--- config.mk ---
export PLATFORM = sky130hd
export DESIGN_NAME = usb_tx_packer
export DESIGN_NICKNAME = d
export VERILOG_FILES = /design/src/rtl/usb_tx_pkg.sv /design/src/rtl/usb_tx_pid_enc.sv /design/src/rtl/usb_tx_crc_step.sv /design/src/rtl/usb_tx_packer.sv
export SDC_FILE = /design/constraint.sdc
export NUM_CORES = 1
export LEC_CHECK = 0
export BUFFER_PORTS_ARGS = -buffer_cell sky130_fd_sc_hd__buf_2
export CORE_UTILIZATION = 55
export DETAILED_ROUTE_END_ITERATION = 16
export GPL_TIMING_DRIVEN = 0
export HOLD_SLACK_MARGIN = 0.06
export PLACE_DENSITY_LB_ADDON = 0.12
export SLEW_MARGIN = 10
export SYNTH_ARGS = -nofsm -noshare
export SYNTH_HDL_FRONTEND = slang
export SYNTH_SLANG_ARGS = --single-unit
--- constraint.sdc ---
create_clock -name clk -period 2.7 [get_ports clk]
set_input_delay 0.675 -clock clk [delete_from_list [all_inputs] [get_ports clk]]
set_output_delay 0.675 -clock clk [all_outputs]
set_load 0.1 [all_outputs]
--- src/rtl/usb_tx_pkg.sv ---
package usb_tx_pkg;

   typedef enum logic [2:0] {
      KIND_ACK   = 3'd0,
      KIND_NAK   = 3'd1,
      KIND_STALL = 3'd2,
      KIND_NYET  = 3'd3,
      KIND_DATA0 = 3'd4,
      KIND_DATA1 = 3'd5
   } pkt_kind_e;

   typedef enum logic [2:0] {
      ST_IDLE,
      ST_PID,
      ST_BODY,
      ST_CRC_LO,
      ST_CRC_HI
   } tx_state_e;

   localparam logic [3:0] CODE_ACK   = 4'b0010;
   localparam logic [3:0] CODE_NAK   = 4'b1010;
   localparam logic [3:0] CODE_STALL = 4'b1110;
   localparam logic [3:0] CODE_NYET  = 4'b0110;
   localparam logic [3:0] CODE_DATA0 = 4'b0011;
   localparam logic [3:0] CODE_DATA1 = 4'b1011;

endpackage

--- src/rtl/usb_tx_pid_enc.sv ---
module usb_tx_pid_enc
   import usb_tx_pkg::*;
#(
   parameter int BYTE_W = 8
) (
   input  logic [2:0]        kind_i,
   output logic [BYTE_W-1:0] pid_o,
   output logic              is_data_o,
   output logic              legal_o
);
   localparam int NIB_W = BYTE_W / 2;

   generate
      if (NIB_W != 4) begin : g_bad_width
         $error("usb_tx_pid_enc: BYTE_W must be 8");
      end
   endgenerate

   logic [NIB_W-1:0] code;

   always_comb begin
      code      = '0;
      is_data_o = 1'b0;
      legal_o   = 1'b1;
      case (kind_i)
         KIND_ACK:   code = CODE_ACK;
         KIND_NAK:   code = CODE_NAK;
         KIND_STALL: code = CODE_STALL;
         KIND_NYET:  code = CODE_NYET;
         KIND_DATA0: begin code = CODE_DATA0; is_data_o = 1'b1; end
         KIND_DATA1: begin code = CODE_DATA1; is_data_o = 1'b1; end
         default:    legal_o = 1'b0;
      endcase
   end

   assign pid_o = {~code, code};

endmodule

--- src/rtl/usb_tx_crc_step.sv ---
module usb_tx_crc_step #(
   parameter int                CRC_W    = 16,
   parameter int                BYTE_W   = 8,
   parameter logic [CRC_W-1:0]  POLY_REV = 16'hA001
) (
   input  logic [CRC_W-1:0]  crc_i,
   input  logic [BYTE_W-1:0] byte_i,
   output logic [CRC_W-1:0]  crc_o
);
   generate
      if (BYTE_W < 1 || BYTE_W > CRC_W) begin : g_bad_cfg
         $error("usb_tx_crc_step: BYTE_W out of range");
      end
   endgenerate

   // LSB-first serial division, one bit per loop pass
   always_comb begin
      logic [CRC_W-1:0] acc;
      acc = crc_i;
      for (int b = 0; b < BYTE_W; b++) begin
         if (acc[0] ^ byte_i[b]) acc = (acc >> 1) ^ POLY_REV;
         else                    acc = acc >> 1;
      end
      crc_o = acc;
   end

endmodule

--- src/rtl/usb_tx_packer.sv ---
module usb_tx_packer
   import usb_tx_pkg::*;
#(
   parameter int               BYTE_W   = 8,
   parameter int               CRC_W    = 16,
   parameter logic [CRC_W-1:0] POLY_REV = 16'hA001,
   parameter logic [CRC_W-1:0] CRC_SEED = 16'hFFFF
) (
   input  logic              clk,
   input  logic              rst_n,
   input  logic              start_i,
   input  logic [2:0]        kind_i,
   input  logic              zlp_i,
   input  logic [BYTE_W-1:0] pl_data_i,
   input  logic              pl_last_i,
   output logic              pl_take_o,
   output logic [BYTE_W-1:0] tx_data_o,
   output logic              tx_valid_o,
   input  logic              tx_ready_i,
   output logic              done_o
);
   localparam int CRC_BYTES = CRC_W / BYTE_W;

   generate
      if (CRC_BYTES != 2 || CRC_W % BYTE_W != 0) begin : g_bad_cfg
         $error("usb_tx_packer: CRC_W must be two bytes");
      end
   endgenerate

   tx_state_e         state_q;
   logic [BYTE_W-1:0] pid_q;
   logic              data_q;
   logic              zlp_q;
   logic [CRC_W-1:0]  crc_q;
   logic [CRC_W-1:0]  crc_nx;
   logic              done_q;

   logic [BYTE_W-1:0] pid_w;
   logic              is_data_w;
   logic              legal_w;

   usb_tx_pid_enc #(.BYTE_W(BYTE_W)) pid_enc_i (
      .kind_i    (kind_i),
      .pid_o     (pid_w),
      .is_data_o (is_data_w),
      .legal_o   (legal_w)
   );

   usb_tx_crc_step #(.CRC_W(CRC_W), .BYTE_W(BYTE_W), .POLY_REV(POLY_REV)) crc_i (
      .crc_i  (crc_q),
      .byte_i (pl_data_i),
      .crc_o  (crc_nx)
   );

   logic accept;
   logic final_byte;

   assign tx_valid_o = (state_q != ST_IDLE);
   assign accept     = tx_valid_o && tx_ready_i;
   assign final_byte = (state_q == ST_CRC_HI) || ((state_q == ST_PID) && !data_q);
   assign pl_take_o  = (state_q == ST_BODY) && tx_ready_i;
   assign done_o     = done_q;

   always_comb begin
      case (state_q)
         ST_PID:    tx_data_o = pid_q;
         ST_BODY:   tx_data_o = pl_data_i;
         ST_CRC_LO: tx_data_o = ~crc_q[BYTE_W-1:0];
         ST_CRC_HI: tx_data_o = ~crc_q[CRC_W-1:BYTE_W];
         default:   tx_data_o = '0;
      endcase
   end

   always_ff @(posedge clk) begin
      if (!rst_n) begin
         state_q <= ST_IDLE;
         pid_q   <= '0;
         data_q  <= 1'b0;
         zlp_q   <= 1'b0;
         crc_q   <= CRC_SEED;
         done_q  <= 1'b0;
      end else begin
         done_q <= accept && final_byte;
         case (state_q)
            ST_IDLE: begin
               if (start_i && legal_w) begin
                  pid_q   <= pid_w;
                  data_q  <= is_data_w;
                  zlp_q   <= zlp_i;
                  crc_q   <= CRC_SEED;
                  state_q <= ST_PID;
               end
            end
            ST_PID: begin
               if (tx_ready_i) begin
                  if (!data_q)    state_q <= ST_IDLE;
                  else if (zlp_q) state_q <= ST_CRC_LO;
                  else            state_q <= ST_BODY;
               end
            end
            ST_BODY: begin
               if (tx_ready_i) begin
                  crc_q <= crc_nx;
                  if (pl_last_i) state_q <= ST_CRC_LO;
               end
            end
            ST_CRC_LO: if (tx_ready_i) state_q <= ST_CRC_HI;
            ST_CRC_HI: if (tx_ready_i) state_q <= ST_IDLE;
            default:   state_q <= ST_IDLE;
         endcase
      end
   end

endmodule

==> results.toml <==
[run_status]
status = "finished, final reports clean"

[grt]
grt_pass1_wl_um = 7341
grt_pass1_vias = 1671
antenna_found_initial = 0
grt-ovfl-total = 0
grt_use_total_pct = 29.99
grt_max_degree = 11

[floorplan]
initial_core_util_pct = 58.21
ios = 28
die_area_um2 = 3165
dieHeight_um = 56.26
die_x_um = 56.26
core_um2 = 2781
num_rows = 19

[power_and_ir_drop]
vdd_drop_max_v = 0.0008734
power_mw = 2.030
power_density_nw_per_um2 = 1059
p_leak_nw = 0.7468

[timing]
min_period_over_period_pct = 93.76
rsz0062_at_grt = "no"
fmax_ghz = 0.3950
tightest_slew_ns = 0.5533
finalSetupTns_ns = 0
max-slew-margin-rel_pct = 63.11
setup_violations = 0
holdWs_ns = 0.4624
finalCriticalPeriod_ns = 2.532
setup_slack_ns = 0.1684
fin_skew_ns = 0.01115
slew_viol_final = 0
final_hold_viol_count = 0

[setup_path]
path_delay_family = "buffers and inverters"
crit_path_max_fanout = 10
max_stage_delay_ns = 0.53
endpoint_kind = "primary output"
cp-start-kind = "flop"
crit_chain = "clkbuf_2 -> a22oi_1 -> o22ai_2 -> buf_4"
cp.required_ns = 2.03
worstSetupPathType = "flop to primary output"
slowest_stage = "dfxtp_1"
arrival_ns = 1.86
critPathBufInv = 2

[cts]
clock_latency_ns = 0.33
cts_tree = "done"
cts_made_buffers = 5
cts_buffer_depth = 2
clkSlewWorstSetupHoldPaths_ns = 0.10
cts_root_buf = "clkbuf_4"
cts_htree_levels = 2
cts_sinks = 30

[detailed_routing]
highest_layer = "met4"
drt_iter0_drc = 105
drt_first_pass_iters = 4
finalWirelength_um = 4322
viasPerCell = 6.113
wl_met2_um = 2019
post_drt_wl_per_cell_um = 16.31
wl_met3_um = 292
drc = 0
ant_nets = 0
wl_met1_um = 1934
vias = 1620

[logic_synthesis]
syn_area_um2 = 1619
synth.area.top_cells = "dfxtp_1, xnor2_1, o22ai_1"
async_flop_share_pct = 0
syn_nets = 219
avgSynthCellArea_um2 = 8.015
synth-edff-count = 0
synth_cell_types = 38
synthCells = 202
ys_seq_area_share_pct = 37.09
synth_top_cell_area_share_pct = 37.09
synth-seq-cells = 30
ys.flop_type = "dfxtp_1"
yosys_warnings = 0
yosys.area.top_type = "dfxtp_1"

[layout]
fin_area_um2 = 1917
layout.nets = 251
layout_common_cells = "dfxtp_1, nand2_1, nor2_1, buf_2, xnor2_1"
final_common_cell = "dfxtp_1"
drive_gt1_share_pct = 24.36
final_util_pct = 68.92
syn_to_final_growth_pct = 18.39
insertedDiodeCount = 0
finalNonFillerCells = 265
fillCellCount = 239

[min_path]
min_path_type = "flop to flop"

[placement]
place_hpwl_um = 3180
dp.cells = 260
portBuffers = 27
post_dp_cell_area_um2 = 1843
routabilityCongestion = 0.8659
pre_cts_slack_ns = 0.02626

[flow_run]
cap_violations = 0
[Yosys cell counts, drive strengths merged, types with 2 or more instances]
cell,n
a21boi,6
a21oi,10
a22oi,8
buf,2
clkbuf,10
dfxtp,30
inv,5
nand2,22
nand3,3
nor2,24
nor2b,3
nor3,13
o211a,3
o21a,2
o21ai,12
o22ai,14
xnor2,19
xor2,4
[sequential cells by signal (all words and copies together) (netlist names)]
signal / cells
done_o: 1
crc_q: 16
state_q: 3
zlp_q: 1
pid_q: 8
data_q: 1
[worst register-to-register path, stage by stage, from the launching register on]
cell     delay, ns
dfxtp_1       0.34
xnor2_1       0.38
xor2_1        0.14
xnor2_1       0.29
xnor2_1       0.17
or4_1         0.42
o311a_1       0.12
[final timing paths]
kind	from	to	slack [ns]	cells past startpoint
worst max-delay path	state_q[0]	tx_data_o[2]	0.17	4
worst min-delay path	pid_q[2]	pid_q[2]	0.46	2
worst max register to register	crc_q[0]	crc_q[0]	0.75	6
worst min register to register	pid_q[2]	pid_q[2]	0.46	2
[report_power, final]
group,switching [mW],internal [mW],leakage (nW)
registers,0.0595,0.496,0.245
clock network,0.154,0.0981,0.0254
logic,0.889,0.333,0.477
total,1.10,0.928,0.747
[cell type report]
type                    instances  area (um^2)  share of cell area, %
multi-input cells             155         1007                  52.55
flip-flops and latches         30        601.8                  31.40
repair buffers                 27        155.1                  8.094
plain buffers                  10        50.05                  2.611
clock buffers                   7        45.04                  2.350
well taps                      31        38.79                  2.023
inverters                       5        18.77                 0.9791
[cell families (layout without fill, tap and decap cells)]
family                    count (synthesis)  in the layout  synth area share [%]
buffers and inverters                    17             49                 4.095
and+or+nand+nor                          73             73                 21.79
DFF                                      30             30                 37.09
xor gates and xnor gates                 23             23                 13.37
muxes                                     1              1                0.6183
AOI/OAI and AO/OA                        58             58                 23.03
[routing by layer]
layer | track usage (%) | vias to the layer above
li1 | - | 779
met3 | 5.760 | 8
met1 | 38.88 | 750
met5 | 0 | -
met2 | 48.13 | 83
met4 | 14.29 | 0
[timing repair]
action / 4_1_cts / 5_1_grt
endpoints found under the setup margin: 8 / 8
cloned: 0 / 0
resized for setup: 12 / 6
buffers inserted: 0 / 0
endpoints found under the hold margin: 0 / 0
hold buffers: 0 / 0
Power figures use the tool's default switching activity.
